## config.mk

```make
export PLATFORM = sky130hd
export DESIGN_NAME = tp_link_monitor
export DESIGN_NICKNAME = d
export VERILOG_FILES = /design/src/rtl/tplm_pkg.sv /design/src/rtl/tplm_idle_timer.sv /design/src/rtl/tplm_pulse_run.sv /design/src/rtl/tp_link_monitor.sv
export SDC_FILE = /design/constraint.sdc
export NUM_CORES = 1
export LEC_CHECK = 0
export ABC_AREA = 0
export BUFFER_PORTS_ARGS = -buffer_cell sky130_fd_sc_hd__buf_2
export CORE_MARGIN = 1
export CORE_UTILIZATION = 33
export CTS_CLUSTER_SIZE = 24
export DETAILED_ROUTE_END_ITERATION = 10
export GPL_TIMING_DRIVEN = 0
export MAX_ROUTING_LAYER = met4
export PLACE_DENSITY_LB_ADDON = 0.3
export SETUP_SLACK_MARGIN = 0.4
export SLEW_MARGIN = 20
export SYNTH_ARGS = -nofsm -noshare
export SYNTH_HDL_FRONTEND = slang
export SYNTH_SLANG_ARGS = --single-unit
```

## constraint.sdc

```tcl
create_clock -name clk -period 4 [get_ports clk]
set_input_delay 0.8 -clock clk [delete_from_list [all_inputs] [get_ports clk]]
set_output_delay 0.8 -clock clk [all_outputs]
set_load 0.005 [all_outputs]
```

## src/rtl/tplm_pkg.sv

```systemverilog
package tplm_pkg;
  typedef enum logic {
    LNK_FAIL = 1'b0,
    LNK_GOOD = 1'b1
  } link_st_e;
endpackage

```

## src/rtl/tplm_idle_timer.sv

```systemverilog
// Counts ms ticks since the last clear. fire flags the tick that pushes the
// count past LIMIT. WRAP=0 saturates one above LIMIT (stale stays high);
// WRAP=1 restarts at zero after firing.
module tplm_idle_timer #(
  parameter int LIMIT = 60,
  parameter bit WRAP  = 1'b0
) (
  input  logic clk,
  input  logic rst,
  input  logic tick,
  input  logic clr,
  output logic fire,
  output logic stale
);
  localparam int CW = $clog2(LIMIT + 2);
  localparam logic [CW-1:0] TOP  = CW'(LIMIT);
  localparam logic [CW-1:0] PAST = CW'(LIMIT + 1);

  logic [CW-1:0] cnt;

  assign fire  = tick && !clr && (cnt == TOP);
  assign stale = (cnt == PAST);

  generate
    if (WRAP) begin : g_wrap
      always_ff @(posedge clk) begin
        if (rst || clr)
          cnt <= '0;
        else if (tick)
          cnt <= (cnt == TOP) ? '0 : cnt + 1'b1;
      end

      assert_idle_cnt_range_R7: assert property (@(posedge clk) disable iff (rst)
        cnt <= TOP);
    end else begin : g_sat
      always_ff @(posedge clk) begin
        if (rst || clr)
          cnt <= '0;
        else if (tick && cnt != PAST)
          cnt <= cnt + 1'b1;
      end

      assert_rx_cnt_range_R1: assert property (@(posedge clk) disable iff (rst)
        cnt <= PAST);
    end
  endgenerate
endmodule

```

## src/rtl/tplm_pulse_run.sv

```systemverilog
// Counts consecutive link pulses; restart makes the current pulse the first.
module tplm_pulse_run #(
  parameter int N = 6
) (
  input  logic clk,
  input  logic rst,
  input  logic clr,
  input  logic pulse,
  input  logic restart,
  output logic done
);
  localparam int CW = $clog2(N + 1);
  localparam logic [CW-1:0] NV = CW'(N);

  logic [CW-1:0] cnt;
  logic [CW-1:0] nxt;

  assign nxt  = restart ? CW'(1) : cnt + 1'b1;
  assign done = pulse && (nxt == NV);

  always_ff @(posedge clk) begin
    if (rst || clr || done)
      cnt <= '0;
    else if (pulse)
      cnt <= nxt;
  end

  assert_run_below_target_R3: assert property (@(posedge clk) disable iff (rst)
    cnt < NV);
endmodule

```

## src/rtl/tp_link_monitor.sv

```systemverilog
module tp_link_monitor
  import tplm_pkg::*;
#(
  parameter int FAIL_MS     = 60,
  parameter int IDLE_MS     = 16,
  parameter int LINK_PULSES = 6
) (
  input  logic clk,
  input  logic rst,
  input  logic ms_tick,
  input  logic rx_pkt,
  input  logic rx_lp,
  input  logic tx_busy,
  input  logic lt_en,
  output logic link_ok,
  output logic tx_block,
  output logic drop_pkt,
  output logic lp_req
);
  link_st_e st, st_nxt;
  logic rx_act;
  logic rx_fire, rx_stale;
  logic tx_fire, tx_unused_stale;
  logic run_done;

  assign rx_act = rx_pkt || rx_lp;

  // Receive-idle window; saturates so that a stale window is remembered.
  tplm_idle_timer #(.LIMIT(FAIL_MS), .WRAP(1'b0)) u_rx_timer (
    .clk  (clk),
    .rst  (rst),
    .tick (ms_tick),
    .clr  (rx_act || !lt_en),
    .fire (rx_fire),
    .stale(rx_stale)
  );

  // Transmit-idle window; only runs while the link is good.
  tplm_idle_timer #(.LIMIT(IDLE_MS), .WRAP(1'b1)) u_tx_timer (
    .clk  (clk),
    .rst  (rst),
    .tick (ms_tick),
    .clr  (tx_busy || st != LNK_GOOD),
    .fire (tx_fire),
    .stale(tx_unused_stale)
  );

  tplm_pulse_run #(.N(LINK_PULSES)) u_run (
    .clk    (clk),
    .rst    (rst),
    .clr    (st == LNK_GOOD || !lt_en),
    .pulse  (rx_lp),
    .restart(rx_stale),
    .done   (run_done)
  );

  always_comb begin
    st_nxt = st;
    if (!lt_en)
      st_nxt = LNK_GOOD;
    else if (st == LNK_GOOD) begin
      if (rx_fire) st_nxt = LNK_FAIL;
    end else begin
      if (rx_pkt || run_done) st_nxt = LNK_GOOD;
    end
  end

  always_ff @(posedge clk) begin
    if (rst) begin
      st       <= LNK_FAIL;
      link_ok  <= 1'b0;
      tx_block <= 1'b1;
      drop_pkt <= 1'b0;
      lp_req   <= 1'b0;
    end else begin
      st       <= st_nxt;
      link_ok  <= (st_nxt == LNK_GOOD);
      tx_block <= (st_nxt == LNK_FAIL);
      drop_pkt <= lt_en && rx_pkt && (st == LNK_FAIL);
      lp_req   <= tx_fire && (st_nxt == LNK_GOOD);
    end
  end

  assert_fail_no_lp_R6: assert property (@(posedge clk) disable iff (rst)
    tx_block |-> !lp_req);

  assert_disable_forces_good_R8: assert property (@(posedge clk) disable iff (rst)
    !lt_en |=> link_ok);

  assert_drop_only_on_recovery_R5: assert property (@(posedge clk) disable iff (rst)
    drop_pkt |-> (link_ok && $past(tx_block)));

  assert_lp_single_cycle_R7: assert property (@(posedge clk) disable iff (rst)
    lp_req |=> !lp_req);
endmodule

```

# ---- Word level (Yosys, flattened, before mapping)
# Index checks and enable logic that the tools add are counted.
dict set report word_totals {
  wordCells 44
  input_bits 7
  reg_bits 18
}
dict set report op_classes {
  eq_ne 5
  muxes 6
  reduce_logical 21
  add_sub_neg 3
  bitwise_logic 2
}
# op count
set ops {}
lappend ops {{$eq 6x6->1 const B} 2}
lappend ops {{$logic_and 1x1->1} 9}
lappend ops {{$logic_or 1x1->1} 9}
lappend ops {{$add 6x1->6 const B} 1}
lappend ops {{$ne 6x6->1 const B} 1}
lappend ops {{$add 5x1->5 const B} 1}
lappend ops {{$eq 5x5->1 const B} 1}
lappend ops {{$mux 5} 1}
lappend ops {{$mux 1} 4}
lappend ops {{$add 3x1->3 const B} 1}
lappend ops {{$eq 3x3->1 const B} 1}
lappend ops {{$logic_not 1->1} 3}
lappend ops {{$mux 3} 1}
lappend ops {{$not 1->1} 2}

# ---- Longest topological paths before layout
# Gate-level depths: netlist of run 1.
dict set report depth {
  ltp_word 9
  ltp_mapped 5
}

# ---- Cells and area by module
# A second synthesis of run 1 with hierarchy kept.
dict set report unflattened {
  hier_cells 106
  hier_area_um2 972.2
}
# mod cells_per_inst instances area_per_inst_um2 seq_area_each_um2
set by_module_without_submodules {}
lappend by_module_without_submodules {{tplm_idle_timer (u_rx_timer)} 43 1 384.1 120.1}
lappend by_module_without_submodules {{tplm_idle_timer (u_tx_timer)} 29 1 266.5 100.1}
lappend by_module_without_submodules {tplm_pulse_run 20 1 172.7 60.1}
lappend by_module_without_submodules {tp_link_monitor 14 1 148.9 80.1}

# ---- Least setup slack after synthesis of run 1
# OpenSTA, ideal clock, no wires.
dict set report synth_path {
  path_type {input -> register}
  startpoint {in rx_lp}
  endpoint {reg u_rx_timer.cnt[1]}
  slack_ns 2.404
  arrival_ns 1.512
  t_required_ns 3.916
  path_stages 4
  path_buffers 1
  setup_time_ns 0.084
  cell_sequence {buf_6 -> nor4b_4 -> o2111ai_1 -> o31ai_2}
}
dict set report synth_between {
  elab_chain_len 3
}
# item line_no
set synth_rtl {}
lappend synth_rtl {{from (decl)} tp_link_monitor.sv:12} ;# input logic rx_lp,
lappend synth_rtl {{$logic_or 1x1->1} tp_link_monitor.sv:26} ;# assign rx_act = rx_pkt || rx_lp;
lappend synth_rtl {{$logic_or 1x1->1} tp_link_monitor.sv:33} ;# .clr (rx_act || !lt_en),
lappend synth_rtl {{$logic_or 1x1->1} tplm_idle_timer.sv:37} ;# if (rst || clr)
lappend synth_rtl {{to (signal assigned)} tplm_idle_timer.sv:40} ;# cnt <= cnt + 1'b1;
lappend synth_rtl {{to (decl)} tplm_idle_timer.sv:19} ;# logic [CW-1:0] cnt;
# No other way between the ends.
# A chain may end at the register's enable or synchronous reset.

==> results.yml, run 1 <==
status:
  status: "finished, final reports clean"
final_layout:
  final_nets: 124
  insertedDiodeCount: 0
  drive_above_1_share_pct: 19.3
  area_growth_pct: 11.1
  filler_cell_count: 278
setup_path:
  arrival_ns: 0.86
  worst_path_max_delay_cell: "sky130_fd_sc_hd__dfxtp_1"
  critical-path-max-stage-delay_ns: 0.43
  critPathCaptureType: "output port"
  critical_path.top_delay_family: "flip-flops"
  r2r_cells: 5
  timing.setup.critical_path_class: "reg2out"
  critPathRequiredTime_ns: 3.20
  regToRegEndpoint: "tx_block"
  ff2ff_setup_slack_ns: 2.52
  critical_path.cell_chain: "buf_2"
  startpoint_type: "register"
  crit-reg2reg-launch: "u_rx_timer.cnt[1]"
  crit_path_buffers_inverters: 1
  worstPathMaxFanout: 6
synthesis:
  sequential_element_share_of_the_synthesized_area_pct: 37.7
  synth_enable_flop_cells: 0
  synth.distinct_cells: 40
  synth_nets: 110
  syn_area_per_cell_um2: 9.85
  async_flop_share_pct: 0
  synth_warnings: 0
  synthCells: 97
  synth-seq-cells: 18
  area_of_the_mapped_netlist_um2: 956
  synth_top_flop_cell: "sky130_fd_sc_hd__dfxtp_1"
clocking:
  ctsHoldBuffers: 0
  post-cts-setup-buffer-count: 0
  cts.sink_count: 18
  clock_insertion_delay_worst_skew_ns: 0.28
  tritoncts: "built"
  cts_inserted_buffers: 3
  clk_pin_slew_ns: 0.09
  cts_h_tree_depth: 1
  clockBufferDepth: 2
  cts_root_buf: "sky130_fd_sc_hd__clkbuf_4"
  post_cts_resize_count: 0
worst_hold_path:
  hp-start: "u_rx_timer.cnt[3]"
  min_delay_worst_endpoint: "u_rx_timer.cnt[3]"
  cells_on_worst_hold_path: 1
  hold_path_class: "reg2reg"
detailed_routing:
  detail_route.vias_per_cell: 5.58
  dr.pass1.iters: 4
  remaining_design_rule_violation_count: 0
  vias: 781
  first_iter_violations: 13
  drt_wl_total_mm: 1.84
  route.detailed.wl_per_inst_um: 13.2
  ant_nets: 0
timing:
  setup-tns-final_ns: 0
  fmaxAchievable_mhz: 602
  timing_max_transition_violations_final: 0
  hold_violations: 0
  layout_worst_path_cycle_share_pct: 41.5
  finalSetupViolations: 0
  timing_worst_slew_pin_value_ns: 0.391
  worst_clock_skew_ns: 0.000969
  holdWs_ns: 0.527
  period_minus_slack_ns: 1.66
  rsz0062_at_grt: "false"
  relSlewSlack_pct: 73.7
floorplanning:
  placeableCoreArea_um2: 2760
  chipHeight_um: 55.8
  std_cell_rows: 19
  top_level_ports: 11
  fp.dieW_um: 55.8
  full_die_area_um2: 3120
  initial_utilization_pct: 34.7
grt:
  grt.total_usage_pct: 13.7
  maximum_number_of_pins_on_one_net_before_global_route_repair: 11
  globalRoute.totalOverflow: 0
  grt_first_pass_wirelength_mm: 3.28
  grt_pass1_vias: 735
  grt_antenna_before_repair: 0
power:
  p_leak_nw: 0.416
  power_density_nw_per_um2: 277
  power.ir.vdd_worst_v: 0.000154
placement:
  portBuffers: 9
  hpwl_mm: 1.43
  finalWeightedCongestion: 0.817
run:
  max_cap_violations: 0
-- worst register-to-register path, stage by stage, from the launching register on --
cell and delay (ns):
sky130_fd_sc_hd__dfxtp_1 0.42, sky130_fd_sc_hd__inv_1 0.11, sky130_fd_sc_hd__ha_1 0.23, sky130_fd_sc_hd__nand2_1 0.18, sky130_fd_sc_hd__o211ai_1 0.16, sky130_fd_sc_hd__a211o_1 0.27
-- registers in the layout, summed over array words and instances, names as in the netlist --
name	cells
lp_req	1
tx_block	1
st	1
u_tx_timer.cnt	5
drop_pkt	1
u_run.cnt	3
u_rx_timer.cnt	6
-- synthesized netlist by cell type (2+ instances only) --
library cell | count | area share [%]
sky130_fd_sc_hd__nor2_1 | 5 | 2.0
sky130_fd_sc_hd__xor2_1 | 4 | 3.7
sky130_fd_sc_hd__a31oi_1 | 5 | 3.3
sky130_fd_sc_hd__nand2_1 | 5 | 2.0
sky130_fd_sc_hd__nand4_1 | 3 | 2.0
sky130_fd_sc_hd__nor3b_1 | 3 | 2.4
sky130_fd_sc_hd__nand3_1 | 3 | 1.6
sky130_fd_sc_hd__a211oi_1 | 2 | 1.6
sky130_fd_sc_hd__mux2i_1 | 2 | 2.1
sky130_fd_sc_hd__dfxtp_1 | 18 | 38
sky130_fd_sc_hd__and4_1 | 2 | 1.8
sky130_fd_sc_hd__nand2b_1 | 2 | 1.3
sky130_fd_sc_hd__and3_1 | 2 | 1.3
sky130_fd_sc_hd__o21ai_1 | 4 | 2.1
sky130_fd_sc_hd__o211ai_1 | 2 | 1.6
sky130_fd_sc_hd__ha_1 | 6 | 7.9
sky130_fd_sc_hd__inv_1 | 5 | 2.0
sky130_fd_sc_hd__o2111ai_1 | 2 | 1.8
-- cell usage in the layout, fill, tap and decap left out, types with 2 or more instances in the layout --
cell	instances
sky130_fd_sc_hd__clkbuf_4	3
sky130_fd_sc_hd__xor2_1	4
sky130_fd_sc_hd__nand2b_1	2
sky130_fd_sc_hd__o21ai_1	4
sky130_fd_sc_hd__nor2_1	5
sky130_fd_sc_hd__dfxtp_1	18
sky130_fd_sc_hd__and3_1	2
sky130_fd_sc_hd__o2111ai_1	2
sky130_fd_sc_hd__o211ai_1	2
sky130_fd_sc_hd__ha_1	6
sky130_fd_sc_hd__nand3_1	3
sky130_fd_sc_hd__nand4_1	3
sky130_fd_sc_hd__mux2i_1	2
sky130_fd_sc_hd__nor3b_1	3
sky130_fd_sc_hd__nand2_1	5
sky130_fd_sc_hd__buf_2	10
sky130_fd_sc_hd__inv_1	5
sky130_fd_sc_hd__and4_1	2
sky130_fd_sc_hd__a31oi_1	5
sky130_fd_sc_hd__a211oi_1	2
-- report_power, final --
part / switching [mW] / internal (mW)
Clock: 0.0507 / 0.0350
Combinational: 0.0132 / 0.0110
Sequential: 0.00266 / 0.182
-- per-stage QoR --
stage	setup slack [ns]	cells	utilization [%]	total power, mW	instance area (um^2)
floorplan	2.40	97	-	0.203	956
global route	2.26	140	38.5	0.307	1060
CTS	2.33	140	38.5	0.296	1060
detailed placement	2.24	137	37.7	0.213	1040
finish	2.34	140	38.5	0.294	1060
global placement	2.25	137	37.7	0.212	1040
-- routing by layer --
metal  share of wire (%)  vias up  global-route usage, %
met5                   0        -                      -
met4                 2.5        0                   7.32
met2                  44       11                   20.8
met1                  50      375                   17.0
li1                    -      390                      -
met3                 3.2        5                   3.02
-- how the worst max path moves through the flow --
stage | startpoint | end | slack (ns) | cells after the start
4_1_cts | st | link_ok | 2.33 | 1
3_5_place_dp | rx_pkt | u_rx_timer.cnt[1] | 2.24 | 4
6_report | st | link_ok | 2.34 | 1
3_3_place_gp | rx_pkt | u_rx_timer.cnt[1] | 2.25 | 4
5_1_grt | st | link_ok | 2.26 | 1
2_1_floorplan | rx_lp | u_rx_timer.cnt[1] | 2.40 | 4
-- area by class of cell --
| type | instances | area, um^2 | area share [%] |
|---|---|---|---|
| multi-input combinational | 72 | 561 | 52.8 |
| sequential | 18 | 360 | 33.9 |
| timing repair buffer | 9 | 45.0 | 4.24 |
| tap | 31 | 38.8 | 3.65 |
| clock buffer | 3 | 22.5 | 2.12 |
| inverter | 5 | 18.8 | 1.77 |
| buffer | 2 | 16.3 | 1.53 |
-- logic make-up after synthesis --
logic type	count (synthesis)	share of synthesized area, %
and+or+nand+nor	37	27.2
AOI/OAI and AO/OA	22	16.9
DFF	18	37.7
buffers and inverters	7	3.66
adders and majority gates	6	7.85
xor gates and xnor gates	5	4.58
muxes	2	2.09
No activity file was read; power rests on OpenSTA's default activity.
==> run 2: changes to the inputs <==
==> constraint.sdc (replaced) <==
create_clock -name clk -period 1.69 [get_ports clk]
set_input_delay 0.338 -clock clk [delete_from_list [all_inputs] [get_ports clk]]
set_output_delay 0.338 -clock clk [all_outputs]
set_load 0.005 [all_outputs]
==> results.yml, run 2 (synthesized netlist as in run 1, its figures left out) <==
worst_hold_path:
  hp-start: "rx_lp"
  cells_on_worst_hold_path: 2
  hold_path_class: "in2reg"
  min_delay_worst_endpoint: "u_run.cnt[0]"
timing:
  period_minus_slack_ns: 1.29
  rsz0062_at_grt: "true"
  setup-tns-final_ns: 0
  relSlewSlack_pct: 73.3
  fmaxAchievable_mhz: 775
  timing_max_transition_violations_final: 0
  worst_clock_skew_ns: 0.000524
  final.setup.worst_slack_ns: 0.399
  layout_worst_path_cycle_share_pct: 76.4
  finalSetupViolations: 0
  holdWs_ns: 0.303
  timing_worst_slew_pin_value_ns: 0.400
  hold_violations: 0
setup_path:
  critical_path.top_delay_family: "compound AO/OA/AOI/OAI gates"
  timing.setup.critical_path_class: "reg2reg"
  critical_path.cell_chain: "ha_4 -> and3_1 -> o211ai_1 -> a211o_1"
  critPathCaptureType: "register"
  worstPathMaxFanout: 5
  crit_path_buffers_inverters: 0
  ff2ff_setup_slack_ns: 0.40
  critPathRequiredTime_ns: 1.87
  arrival_ns: 1.47
  crit-reg2reg-launch: "u_run.cnt[0]"
  regToRegEndpoint: "tx_block"
  critical-path-max-stage-delay_ns: 0.37
  startpoint_type: "register"
  r2r_cells: 4
  worst_path_max_delay_cell: "sky130_fd_sc_hd__dfxtp_4"
detailed_routing:
  detail_route.vias_per_cell: 5.55
  first_iter_violations: 9
  route.met3.wl_um: 65
  route.detailed.wl_per_inst_um: 13.4
  maxUsedRoutingLayer: "met4"
  ant_nets: 0
  drt_wl_total_mm: 1.95
  m1WireLength_um: 923
  detailed_routed_wire_length_on_met2_um: 924
  remaining_design_rule_violation_count: 0
  vias: 810
  dr.pass1.iters: 4
run:
  max_cap_violations: 0
final_layout:
  largest_register_by_flop_count: "u_rx_timer.cnt"
  insertedDiodeCount: 0
  max_reg_flops: 6
  filler_cell_count: 273
  leading_cell_type_in_the_layout_fill_and_taps_excluded: "sky130_fd_sc_hd__dfxtp_1"
  final_cell_mix: "13 x sky130_fd_sc_hd__dfxtp_1, 10 x sky130_fd_sc_hd__buf_2, 6 x sky130_fd_sc_hd__buf_4, 5 x sky130_fd_sc_hd__a31oi_1, 5 x sky130_fd_sc_hd__nor2_1"
  final_nets: 130
  leading_registers_by_flop_count: "u_rx_timer.cnt (6), u_tx_timer.cnt (5), u_run.cnt (3)"
  final_design_area_no_fill_um2: 1170
  drive_above_1_share_pct: 35.7
  area_growth_pct: 22.5
  finalCoreUtilization_pct: 42.5
power:
  comb_power_share_pct: 9.3
  power.clock.fraction_pct: 29.0
  internal-power_mw: 0.539
  power.ir.vdd_worst_v: 0.000365
  power_density_nw_per_um2: 598
  power.net_switching_mw: 0.161
  power.share.switching_pct: 23.0
  p_seq_share_pct: 61.7
  p_leak_nw: 0.456
grt:
  grt_first_pass_wirelength_mm: 3.35
  grt_pass1_vias: 749
  globalRoute.totalOverflow: 0
  maximum_number_of_pins_on_one_net_before_global_route_repair: 11
  grt.total_usage_pct: 14.0
  grt_antenna_before_repair: 0
placement:
  placed_cell_area_um2: 1040
  portBuffers: 9
  hpwl_mm: 1.43
  finalWeightedCongestion: 0.817
  dp_slack_ns: 0.221
clocking:
  cts_inserted_buffers: 3
  ctsHoldBuffers: 0
  cts_root_buf: "sky130_fd_sc_hd__clkbuf_4"
  cts.sink_count: 18
  clock_insertion_delay_worst_skew_ns: 0.28
  cts_h_tree_depth: 1
  clockBufferDepth: 2
  clk_pin_slew_ns: 0.09
  tritoncts: "built"
floorplanning:
  std_cell_rows: 19
  chipHeight_um: 55.8
  full_die_area_um2: 3120
  top_level_ports: 11
  fp.dieW_um: 55.8
  placeableCoreArea_um2: 2760
  initial_utilization_pct: 34.7
status:
  status: "finished, final reports clean"
[run 2: power groups by stage]
stage	logic [mW]	registers, mW	clock network [mW]
floorplan	0.0345	0.445	0
global placement	0.0556	0.446	0
detailed placement	0.0573	0.446	0
CTS	0.0590	0.436	0.205
global route	0.0718	0.433	0.226
finish	0.0652	0.432	0.203
[run 2: how the worst max path moves through the flow]
stage | start | to | slack [ns] | cells past startpoint
after floorplan | u_rx_timer.cnt[1] | tx_block | 0.41 | 5
after global routing | u_run.cnt[0] | tx_block | 0.33 | 4
final | u_run.cnt[0] | tx_block | 0.40 | 4
after global placement | u_rx_timer.cnt[1] | tx_block | 0.26 | 5
after CTS | u_run.cnt[0] | tx_block | 0.41 | 4
after detailed placement | u_rx_timer.cnt[1] | tx_block | 0.22 | 5
[run 2: cell type report]
cell class              count  area, um^2  area share [%]
inverters                   5        21.3            1.82
repair buffers             15        90.1            7.69
plain buffers               2        16.3            1.39
clock buffers               3        22.5            1.92
well taps                  31        38.8            3.31
flip-flops and latches     18         377            32.2
multi-input cells          72         606            51.7
[run 2: routing by layer]
layer / vias up / GRT usage, %
met3: 4 / 3.02
met2: 14 / 21.5
met5: - / -
met4: 0 / 7.32
li1: 405 / -
met1: 387 / 17.2
[run 2: repair_timing]
action / in CTS / in global routing
resized for setup: 8 / 13
pin swaps: 1 / 4
hold endpoints to repair: 0 / 0
endpoints found under the setup margin: 11 / 9
buffers inserted: 1 / 5
[run 2: through the flow]
step / power (mW) / std cells
finish: 0.700 / 146
global route: 0.731 / 146
CTS: 0.700 / 141
detailed placement: 0.504 / 137
global placement: 0.501 / 137
floorplan: 0.480 / 97
